==> config.mk <==
export PLATFORM = sky130hd
export DESIGN_NAME = lin_hdr_tx
export DESIGN_NICKNAME = d
export VERILOG_FILES = /design/src/rtl/lin_tx_pkg.sv /design/src/rtl/lin_bit_timer.sv /design/src/rtl/lin_char_shifter.sv /design/src/rtl/lin_hdr_tx.sv
export SDC_FILE = /design/constraint.sdc
export NUM_CORES = 1
export LEC_CHECK = 0
export BUFFER_PORTS_ARGS = -buffer_cell sky130_fd_sc_hd__buf_2
export CORE_ASPECT_RATIO = 0.9
export CORE_UTILIZATION = 56
export DETAILED_ROUTE_END_ITERATION = 8
export PLACE_DENSITY = 0.78
export SYNTH_ARGS = -nofsm -noshare
export SYNTH_HDL_FRONTEND = slang
export SYNTH_SLANG_ARGS = --single-unit
==> constraint.sdc <==
create_clock -name clk -period 2.6 [get_ports clk]
set_input_delay 0.26 -clock clk [delete_from_list [all_inputs] [get_ports clk]]
set_output_delay 0.26 -clock clk [all_outputs]
set_load 0.01 [all_outputs]
==> src/rtl/lin_tx_pkg.sv <==
package lin_tx_pkg;
  localparam int BRK_MIN = 13;
  typedef enum logic [1:0] {
    S_IDLE  = 2'd0,
    S_BRK   = 2'd1,
    S_DELIM = 2'd2,
    S_CHAR  = 2'd3
  } lin_st_e;
endpackage

==> src/rtl/lin_bit_timer.sv <==
module lin_bit_timer #(
  parameter int DIV_W = 16
) (
  input  logic             clk,
  input  logic             rst,
  input  logic             restart_i,
  input  logic [DIV_W-1:0] div_i,
  output logic             tick_o
);
  logic [DIV_W-1:0] cnt;

  assign tick_o = (cnt == div_i);

  always_ff @(posedge clk) begin
    if (rst || restart_i) cnt <= '0;
    else if (tick_o)      cnt <= '0;
    else                  cnt <= cnt + 1'b1;
  end

  AST_CNT_IN_RANGE: assert property (@(posedge clk) disable iff (rst)
    !restart_i |=> (cnt <= div_i));
endmodule

==> src/rtl/lin_char_shifter.sv <==
module lin_char_shifter #(
  parameter int DATA_W = 8
) (
  input  logic              clk,
  input  logic              rst,
  input  logic              load_i,
  input  logic [DATA_W-1:0] data_i,
  input  logic              shift_i,
  output logic              bit_o
);
  logic [DATA_W:0] sh;

  assign bit_o = sh[0];

  always_ff @(posedge clk) begin
    if (rst)          sh <= '1;
    else if (load_i)  sh <= {1'b1, data_i};
    else if (shift_i) sh <= {1'b1, sh[DATA_W:1]};
  end

  AST_STOP_FILL: assert property (@(posedge clk) disable iff (rst)
    load_i |=> sh[DATA_W]);
endmodule

==> src/rtl/lin_hdr_tx.sv <==
module lin_hdr_tx
  import lin_tx_pkg::*;
#(
  parameter int DATA_W = 8,
  parameter int DIV_W  = 16
) (
  input  logic              clk,
  input  logic              rst,
  input  logic              start_i,
  input  logic [1:0]        brk_len_i,
  input  logic [DIV_W-1:0]  bit_div_i,
  input  logic              fifo_empty_i,
  input  logic [DATA_W-1:0] fifo_data_i,
  output logic              fifo_rd_o,
  output logic              tx_o,
  output logic              busy_o,
  output logic              done_o
);
  localparam int CHAR_LAST = DATA_W + 1;
  localparam int MAXB      = (BRK_MIN + 3 > CHAR_LAST) ? BRK_MIN + 3 : CHAR_LAST;
  localparam int BCNT_W    = $clog2(MAXB + 1);

  lin_st_e           st;
  logic [BCNT_W-1:0] bitn;
  logic [1:0]        brk_q;
  logic [DIV_W-1:0]  div_q;
  logic              tx_q, busy_q, done_q;
  logic              tick, accept, boundary, load, shift, sh_bit;
  logic [BCNT_W-1:0] brk_last;

  assign accept   = (st == S_IDLE) && start_i;
  assign brk_last = BCNT_W'(BRK_MIN - 1) + BCNT_W'(brk_q);
  assign boundary = tick && ((st == S_DELIM) ||
                    ((st == S_CHAR) && (bitn == BCNT_W'(CHAR_LAST))));
  assign load     = boundary && !fifo_empty_i;
  assign shift    = tick && (st == S_CHAR) && (bitn != BCNT_W'(CHAR_LAST));

  lin_bit_timer #(.DIV_W(DIV_W)) u_timer (
    .clk(clk), .rst(rst), .restart_i(accept), .div_i(div_q), .tick_o(tick)
  );

  lin_char_shifter #(.DATA_W(DATA_W)) u_shift (
    .clk(clk), .rst(rst), .load_i(load), .data_i(fifo_data_i),
    .shift_i(shift), .bit_o(sh_bit)
  );

  always_ff @(posedge clk) begin
    if (rst) begin
      st     <= S_IDLE;
      bitn   <= '0;
      brk_q  <= '0;
      div_q  <= '0;
      tx_q   <= 1'b1;
      busy_q <= 1'b0;
      done_q <= 1'b0;
    end else begin
      done_q <= 1'b0;
      case (st)
        S_IDLE: begin
          if (start_i) begin
            st     <= S_BRK;
            tx_q   <= 1'b0;
            busy_q <= 1'b1;
            bitn   <= '0;
            brk_q  <= brk_len_i;
            div_q  <= bit_div_i;
          end
        end
        S_BRK: begin
          if (tick) begin
            if (bitn == brk_last) begin
              st   <= S_DELIM;
              tx_q <= 1'b1;
            end else begin
              bitn <= bitn + 1'b1;
            end
          end
        end
        S_DELIM, S_CHAR: begin
          if (boundary) begin
            if (!fifo_empty_i) begin
              st   <= S_CHAR;
              tx_q <= 1'b0;
              bitn <= '0;
            end else begin
              st     <= S_IDLE;
              tx_q   <= 1'b1;
              busy_q <= 1'b0;
              done_q <= 1'b1;
            end
          end else if (shift) begin
            tx_q <= sh_bit;
            bitn <= bitn + 1'b1;
          end
        end
        default: st <= S_IDLE;
      endcase
    end
  end

  assign fifo_rd_o = load;
  assign tx_o      = tx_q;
  assign busy_o    = busy_q;
  assign done_o    = done_q;

  AST_RD_ONLY_NONEMPTY: assert property (@(posedge clk) disable iff (rst)
    fifo_rd_o |-> !fifo_empty_i);
  AST_DONE_ONE_CYCLE: assert property (@(posedge clk) disable iff (rst)
    done_o |=> !done_o);
  AST_DONE_ENDS_BUSY: assert property (@(posedge clk) disable iff (rst)
    done_o |-> (!busy_o && $past(busy_o)));
  AST_IDLE_LINE_HIGH: assert property (@(posedge clk) disable iff (rst)
    !busy_o |-> tx_o);
  AST_START_DRIVES_BREAK: assert property (@(posedge clk) disable iff (rst)
    (start_i && !busy_o) |=> (busy_o && !tx_o));
  AST_BUSY_START_IGNORED: assert property (@(posedge clk) disable iff (rst)
    (start_i && busy_o) |=> ($stable(brk_q) && $stable(div_q)));
endmodule

-- Yosys cells after proc, flatten, opt, wreduce, memory -nomap -nowiden
Index checks and enable logic that the tools add are counted.
- register bits after elaboration: 52
- latch bits: 0
- bits in writable memories: 0
- bits in read-only memories: 0
- output and inout port bits: 4
- logic and storage cells: 75
- memories kept: 0
- add/sub/neg operators: 3
- $mul: 0
- div/mod/pow operators: 0
- $lt $le $gt $ge: 0
- equality and inequality tests: 15
- shift operators: 0
- mux-type cells: 26
- bitwise gates (word level): 2
- reductions and logical operators: 20
- operators by type and width (kind ; number):
    2-to-1 mux 5 bit ; 6
    adder 16 x 1 -> 16 bit, second input constant ; 1
    equality test 16 bit ; 1
    2-to-1 mux 8 bit ; 2
    one-hot mux 5 bit (3 select lines) ; 1
    inequality test 2 bit, second input constant ; 6
    AND reduction 4 bit ; 3
    2-to-1 mux 2 bit ; 5
    2-to-1 mux 1 bit ; 9
    logical AND 1 bit ; 6
    inequality test 3 bit, second input constant ; 2
    one-hot mux 2 bit (3 select lines) ; 1
    adder 4 x 2 -> 5 bit, first input constant ; 1
    adder 5 x 1 -> 5 bit, second input constant ; 1
    equality test 5 x 4 -> 1 bit, second input constant ; 1
    equality test 5 bit ; 1
    inequality test 5 x 4 -> 1 bit, second input constant ; 1
    AND reduction 5 bit ; 1
    equality test 2 bit, second input constant ; 2
    nonzero test 2 bit ; 2
    OR reduction 2 bit ; 2
    one-hot mux 1 bit (3 select lines) ; 1
    OR reduction 3 bit ; 1
    equality test 2 x 1 -> 1 bit, second input constant ; 1
    6 further kinds ; 8

-- Depth between registers and ports, before layout
Gate-level depths: netlist of the first run.
- depth in word-level cells: 6
- mapped depth: 8

-- By module
From an unflattened synthesis of the first run, not the netlist that was laid out.
- cells, all modules: 283
- area total of the unflattened synthesis: 2491.1 um^2
- modules (own cells, without submodules) (module ; instances ; cells an instance ; area each (um^2)):
    lin_hdr_tx ; 1 ; 149 ; 1207.4
    lin_bit_timer ; 1 ; 99 ; 918.4
    lin_char_shifter ; 1 ; 35 ; 365.4

-- Least setup slack after synthesis of the first run
Ideal clock, no wire load.
- kind: register to register
- start point: register u_timer.cnt[0]
- end point: register bitn[2]
- setup time: 0.058 ns
- arrival: 1.768 ns
- required time: 2.542 ns
- path slack: 0.775 ns
- stages on the path, launching flop included: 8
- cell sequence: dfxtp_1 > xor2_1 > nor4_1 > nand4_1 > or4b_1 > buf_2 > nor3b_2 > a211o_1
- longest elaborated chain between the ends: 5
- elaborated cells on any way between the ends: 10
- classes of those cells: eq/ne: 4; mux: 2; reduce/logical: 4
- ends and longest elaborated chain (what ; RTL line ; RTL):
    from (decl) ; lin_bit_timer.sv:10 ; logic [DIV_W-1:0] cnt;
    from (signal assigned) ; lin_bit_timer.sv:17 ; else cnt <= cnt + 1'b1;
    equality test 16 bit * ; lin_bit_timer.sv:12 ; assign tick_o = (cnt == div_i);
    logical AND 1 bit (2 in a row) ; lin_hdr_tx.sv:36 ; assign shift = tick && (st == S_CHAR) && (bitn != BCNT_W'(CHAR_LAST));
    inequality test 3 bit (no line) ; - ;
    AND reduction 5 bit (no line) ; - ;
    to (signal assigned) ; lin_hdr_tx.sv:75 ; bitn <= bitn + 1'b1;
    to (signal assigned) ; lin_hdr_tx.sv:93 ; bitn <= bitn + 1'b1;
    to (decl) ; lin_hdr_tx.sv:24 ; logic [BCNT_W-1:0] bitn;
Every way passes the cells marked *; elsewhere a longest branch is shown, timed or not.
A chain may end at the register's enable or synchronous reset.

-- Worst setup path in the final report of the first run
- start point: register bitn[0]
- end point: output port fifo_rd_o
- longest elaborated chain between the ends: 5
- ends and longest elaborated chain (what ; RTL line ; RTL):
    equality test 5 x 4 -> 1 bit ; lin_hdr_tx.sv:34 ; ((st == S_CHAR) && (bitn == BCNT_W'(CHAR_LAST))));
    logical AND 1 bit ; lin_hdr_tx.sv:34 ;
    logical OR 1 bit ; lin_hdr_tx.sv:33 ; assign boundary = tick && ((st == S_DELIM) ||
    logical AND 1 bit ; lin_hdr_tx.sv:33 ;
    logical AND 1 bit ; lin_hdr_tx.sv:35 ; assign load = boundary && !fifo_empty_i;
    to (decl) ; lin_hdr_tx.sv:14 ; output logic fifo_rd_o,
Every way passes these cells.

==> out/results.txt, run 1 <==
CTS resizes -> 0
Number of synthesized flops with an enable pin -> 0
Clk buf depth -> 2
Post-synthesis net count -> 310
Root Buffer -> clkbuf_8
Gr ovfl total -> 0
Net Sw Power -> 0.354 mW
Clock latency on the worst-skew pair -> 0.30 ns
Seq cells post-synth -> 52
Finish-stage setup viols -> 0
Sequential share of the synthesized area -> 44.1%
Worst Hold Path Cells -> 3
Setup slack, reg-to-reg -> 0.49 ns
Vias in the first global route -> 1,782
Reg-to-reg critical path endpoint -> bitn[2]
Fraction of layout cells with a size suffix above 1 -> 16.0%
Hold bufs inserted after CTS -> 0
GRT Total Usage -> 22.9%
Worst Setup SP -> bitn[0]
Crit-path max FO -> 7
Initial antenna violation count -> 0
Buf/Inv on CP -> 1
Die Height -> 63.6 µm
Status -> finished clean
Routed Antenna Nets -> 0
Largest net degree at the start of global routing -> 29
Critical-path cell list -> ha_1 -> nand4bb_1 -> a21oi_1 -> nand2b_1 -> nor2_1 -> buf_2
Placement Rows -> 22
Ys flop type -> dfxtp_1
Power Internal -> 1.16 mW
Setup CP Type -> reg -> out
First-pass GRT wire length -> 8180 µm
Yosys synthesis warning count -> 0
Sw Share -> 23.4%
Synth cell types -> 41
Drt drc -> 0
Syn Std Cell Area -> 2360 µm²
TritonCTS buffer count -> 5
Critical Path Sink Type -> primary output
Routed WL -> 4790 µm
Starting Density -> 58.3%
Min-delay src -> bit_div_i[5]
Placement Setup Slack -> 0.528 ns
Final hold viol count -> 0
Reg2reg path depth -> 6
Die area -> 4480 µm²
Routed wire per std cell -> 13.5 µm
Post-layout util -> 65.4%
Final worst setup slack -> 0.308 ns
Worst slew pin tran -> 0.765 ns
Seq pwr share -> 55.7%
# H-tree levels -> 2
Placer congestion estimate -> 0.812
Core area -> 4050 µm²
CP arrival -> 2.03 ns
Maxcap violations -> 0
Fin. max-slew vios -> 0
Via density per instance -> 5.49
Clock share of power -> 34.3%
FMAX -> 436 MHz
CTS tree -> yes
Cells after Synth -> 277
Port Buffers -> 33
Avg Cell Area, Syn -> 8.52 µm²
Reg2reg start -> u_timer.cnt[12]
Post-Route Setup TNS -> 0 ns
Via count -> 1,942
Slowest stage cell, crit path -> a21oi_1
Synth-to-layout area growth -> 12.0%
CTS Sinks -> 52
Fraction of registers with async set/reset -> 0%
CP required -> 2.34 ns
Initial DRC Count -> 111
RSZ-0062 raised after global routing -> false
Max_slew headroom -> 48.8%
Pwr Density -> 573 nW/µm²
DRT Pass-1 Iters -> 4
Combinational Power Share -> 10.1%
Final Net Count -> 340
Setup bufs post-CTS -> 0
Post-route minimum period -> 2.29 ns
Skew final -> 0.00388 ns
Largest delay contributor family on the critical path -> simple AND/OR/NAND/NOR gates
Ant. Diodes -> 0
I/O pin count -> 34
Max stage delay on crit path -> 0.46 ns
Worst Hold Class -> in -> reg
Die W -> 70.4 µm
Final period util -> 88.1%
Pleak -> 1.13 nW
VDD IR max -> 0.404 mV
HPWL Detailed -> 3380 µm
Worst-path clk slew -> 0.09 ns
Worst Hold End -> div_q[5]
CP startpoint kind -> register
-- power groups by stage --
stage               clock network, mW  logic (mW)  registers (mW)
floorplan                           0       0.103           0.859
global placement                    0       0.151           0.862
detailed placement                  0       0.152           0.863
CTS                             0.527       0.153           0.844
global route                    0.567       0.172           0.848
finish                          0.520       0.152           0.844
-- logic make-up (layout without fill, tap and decap cells) --
group	after synthesis	after routing	share of synthesized area, %
XOR/XNOR	31	31	11.5
adder cells (fa/ha/maj)	3	3	1.59
flip-flops	52	52	44.1
buffers and inverters	17	46	3.13
multiplexers	3	3	1.38
AO/OA/AOI/OAI	51	51	13.8
AND/OR/NAND/NOR	120	120	24.5
-- cell type report --
cell class	instances	area (µm²)
repair buffers	35	180
multi-input cells	208	1250
inverters	5	18.8
fillers	373	1400
clock buffers	5	68.8
flip-flops and latches	52	1040
clock inverters	1	30.0
well taps	48	60.1
-- worst reg2reg max path, stage by stage (launching register included) --
cell     delay [ns]
dfxtp_1        0.36
xor2_1         0.16
nor4_1         0.34
nand4_1        0.18
or4b_1         0.69
nor3b_2        0.23
a211o_1        0.11
-- cell usage in the layout, fill, tap and decap left out, types with 3 or more instances in the layout --
| cell type | Yosys | routed |
|---|---|---|
| o211ai_1 | 5 | 5 |
| xor2_1 | 22 | 22 |
| nand3_1 | 8 | 8 |
| clkbuf_8 | 0 | 5 |
| a31oi_1 | 3 | 3 |
| dfxtp_1 | 52 | 52 |
| nor4_1 | 3 | 3 |
| o22ai_1 | 3 | 3 |
| and3_1 | 7 | 7 |
| nor3_2 | 3 | 3 |
| a21oi_1 | 22 | 22 |
| nor3_1 | 4 | 4 |
| a22oi_1 | 5 | 5 |
| a211o_1 | 3 | 3 |
| xnor2_1 | 9 | 9 |
| nand2_1 | 56 | 56 |
| inv_1 | 4 | 4 |
| ha_1 | 3 | 3 |
| nand2b_1 | 4 | 4 |
| nor2_1 | 24 | 24 |
| buf_2 | 2 | 33 |
-- routing by layer --
| metal | GRT usage [%] | part of all wire (%) | vias to the layer above | wire length, µm |
|---|---|---|---|---|
| met4 | 6.00 | 0.92 | 0 | 44 |
| met3 | 4.48 | 4.8 | 7 | 230 |
| met1 | 34.0 | 52 | 882 | 2500 |
| met2 | 33.7 | 42 | 50 | 2010 |
| li1 | - | - | 1003 | - |
| met5 | 0 | 0 | - | 0 |
-- synth_stat cells (3+ instances only) --
| library cell | count | share of area (%) |
|---|---|---|
| nor3_1 | 4 | 0.85 |
| a211o_1 | 3 | 1.1 |
| a21oi_1 | 22 | 4.7 |
| and3_1 | 7 | 1.9 |
| o22ai_1 | 3 | 0.79 |
| nand2b_1 | 4 | 1.1 |
| nor3_2 | 3 | 1.3 |
| dfxtp_1 | 52 | 44 |
| a31oi_1 | 3 | 0.79 |
| o211ai_1 | 5 | 1.6 |
| xnor2_1 | 9 | 3.3 |
| ha_1 | 3 | 1.6 |
| nand2_1 | 56 | 8.9 |
| clkbuf_1 | 9 | 1.4 |
| a22oi_1 | 5 | 1.6 |
| nor2_1 | 24 | 3.8 |
| inv_1 | 4 | 0.64 |
| xor2_1 | 22 | 8.2 |
| nor4_1 | 3 | 0.79 |
| nand3_1 | 8 | 1.7 |
-- metrics by stage --
step | std cells | hold WS (ns) | instance area [µm²] | total power [mW]
after floorplan | 277 | 0.396 | 2360 | 0.962
after global placement | 348 | 0.458 | 2550 | 1.01
after detailed placement | 348 | 0.461 | 2550 | 1.01
after CTS | 354 | 0.185 | 2650 | 1.52
after global routing | 354 | 0.179 | 2650 | 1.59
final | 354 | 0.188 | 2650 | 1.52
-- registers in the layout, summed over array words and instances, names as in the netlist --
signal       count
div_q           16
busy_o           1
u_timer.cnt     16
bitn             5
u_shift.sh       8
tx_o             1
done_o           1
brk_q            2
st               2
-- worst max path at each step --
stage                      endpoint  slack [ns]  depth (start not counted)
after floorplan             bitn[2]        0.77                          7
after global placement      bitn[2]        0.57                          6
after detailed placement    bitn[2]        0.53                          6
after CTS                 fifo_rd_o        0.34                          6
after global routing      fifo_rd_o        0.08                          6
final                     fifo_rd_o        0.31                          6
Power figures use the tool's default switching activity.
==> run 2, diff against run 1 <==
--- a/config.mk
+++ b/config.mk
@@ -5,11 +5,12 @@
 export SDC_FILE = /design/constraint.sdc
 export NUM_CORES = 1
 export LEC_CHECK = 0
+export ABC_CLOCK_PERIOD_IN_PS = 2600
 export BUFFER_PORTS_ARGS = -buffer_cell sky130_fd_sc_hd__buf_2
 export CORE_ASPECT_RATIO = 0.9
-export CORE_UTILIZATION = 56
+export CORE_UTILIZATION = 38
 export DETAILED_ROUTE_END_ITERATION = 8
-export PLACE_DENSITY = 0.78
+export GPL_TIMING_DRIVEN = 0
 export SYNTH_ARGS = -nofsm -noshare
 export SYNTH_HDL_FRONTEND = slang
 export SYNTH_SLANG_ARGS = --single-unit
==> run 2 against run 1 <==
Against the previous run: clock skew rose by 0.0015 ns; setup slack got worse by 0.13 ns; design area rose by 2.4%; sequential share of layout area down 0.91 points; routed wire length increased by 6.4%; non-clock buffer count grew 9; register-to-register slack got worse by 0.09 ns; flip-flop and latch count unchanged; critical endpoint unchanged.
==> out/results.txt, run 2 (synthesis results as in run 1) <==
Core area -> 5820 µm²
GRT Total Usage -> 16.2%
Status -> finished clean
Net Sw Power -> 0.365 mW
Post-route minimum period -> 2.42 ns
Final Total Pwr -> 1.53 mW
Dpl cells -> 379
Worst Hold Class -> in -> reg
Pwr Density -> 565 nW/µm²
Setup bufs post-CTS -> 0
Fill cell count -> 578
Starting Density -> 40.5%
CTS Sinks -> 52
Post-Route Setup TNS -> 0 ns
Most frequent cells in the layout -> nand2_1, dfxtp_1, buf_2
First-pass GRT wire length -> 8430 µm
CP startpoint kind -> register
Routed Antenna Nets -> 0
Fin cells -> 385
Final non-filler cell area -> 2710 µm²
Seq pwr share -> 55.2%
Final hold viol count -> 0
Clock share of power -> 34.3%
Drt drc -> 0
RSZ-0062 raised after global routing -> false
Final hold slack -> 0.176 ns
Gr ovfl total -> 0
Placement Rows -> 26
Max_slew headroom -> 66.5%
Critical Path Sink Type -> primary output
Clk buf depth -> 2
CTS tree -> yes
Placer congestion estimate -> 0.817
Fraction of layout cells with a size suffix above 1 -> 15.6%
Setup CP Type -> reg -> out
Hold bufs inserted after CTS -> 0
Via density per instance -> 5.05
Finish-stage setup viols -> 0
CP arrival -> 2.16 ns
TritonCTS buffer count -> 5
Initial DRC Count -> 71
Final period util -> 92.9%
Power Internal -> 1.16 mW
Synth-to-layout area growth -> 14.7%
Clock latency on the worst-skew pair -> 0.30 ns
Cell mode on critical path -> buf_2
I/O pin count -> 34
Combinational Power Share -> 10.5%
VDD IR max -> 0.251 mV
Maxcap violations -> 0
Root Buffer -> clkbuf_8
Largest net degree at the start of global routing -> 15
CP required -> 2.34 ns
Placed inst area -> 2610 µm²
Initial antenna violation count -> 0
Worst-path clk slew -> 0.09 ns
Via count -> 1,944
Vias in the first global route -> 1,850
Worst slew pin tran -> 0.503 ns
Port Buffers -> 32
Routed WL -> 5100 µm
Die W -> 85.1 µm
Fin. max-slew vios -> 0
Crit-path max FO -> 10
Die Height -> 76.8 µm
Commonest non-fill, non-tap cell in the layout -> nand2_1
Final Net Count -> 349
CTS resizes -> 0
DRT Pass-1 Iters -> 4
Max stage delay on crit path -> 0.39 ns
Sw Share -> 23.9%
HPWL Detailed -> 3760 µm
Routed wire per std cell -> 13.2 µm
# H-tree levels -> 2
Die area -> 6530 µm²
Critical-path cell list -> xor2_1 -> nor4_1 -> nand4_1 -> buf_2 -> clkbuf_1 -> nor2_1 -> buf_2
Ant. Diodes -> 0
Largest regs -> div_q (16), u_timer.cnt (16), u_shift.sh (8)
Slowest stage cell, crit path -> nor4_1
Pleak -> 1.13 nW
FMAX -> 414 MHz
Skew final -> 0.00537 ns
==> run 2: changes by cell type in the layout (fill, tap and decap cells not counted), sizes merged <==
cell / change
clkbuf: +9
==> run 2: worst max-delay path: cells and delay by family (launching register included) <==
kind / cells / cell delay [ns]
and+or+nand+nor: 3 / 0.73
xor gates and xnor gates: 1 / 0.15
buffers and inverters: 3 / 0.63
DFF: 1 / 0.36
==> run 2: per-layer routing <==
| layer | vias to the layer above | share of wire (%) | GRT usage (%) |
|---|---|---|---|
| li1 | 1019 | - | - |
| met2 | 28 | 43 | 25.4 |
| met3 | 2 | 3.0 | 2.91 |
| met1 | 895 | 53 | 22.6 |
| met5 | - | 0 | 0 |
| met4 | 0 | 0.82 | 4.58 |
==> run 2: power groups by stage <==
| stage | combinational, mW | clock (mW) | sequential [mW] |
|---|---|---|---|
| after floorplan | 0.103 | 0 | 0.859 |
| after global placement | 0.160 | 0 | 0.862 |
| after detailed placement | 0.162 | 0 | 0.863 |
| after CTS | 0.163 | 0.544 | 0.844 |
| after global routing | 0.182 | 0.571 | 0.847 |
| final | 0.161 | 0.525 | 0.844 |
==> run 2: final timing paths <==
kind	startpoint	endpoint	slack [ns]	depth (start not counted)
max	u_timer.cnt[9]	fifo_rd_o	0.18	7
min	rst	busy_o	0.18	2
max reg2reg	u_timer.cnt[9]	u_timer.cnt[6]	0.40	7
min reg2reg	div_q[8]	div_q[8]	0.47	2
==> run 2: cell type report <==
class                      count  area, µm²  share of cell area (%)
tap                           70       87.6                    3.23
sequential                    52       1040                    38.4
buffer                        12       55.1                    2.03
timing repair buffer          32        160                    5.91
clock buffer                   5       68.8                    2.54
inverter                       5       18.8                   0.693
multi-input combinational    208       1250                    46.0
clock inverter                 1       30.0                    1.11
==> run 2: through the flow <==
step | utilization (%) | worst slack, ns
after floorplan | - | 0.775
after global placement | 44.8 | 0.467
after detailed placement | 44.8 | 0.430
after CTS | 46.5 | 0.167
after global routing | 46.5 | 0.00523
final | 46.5 | 0.183
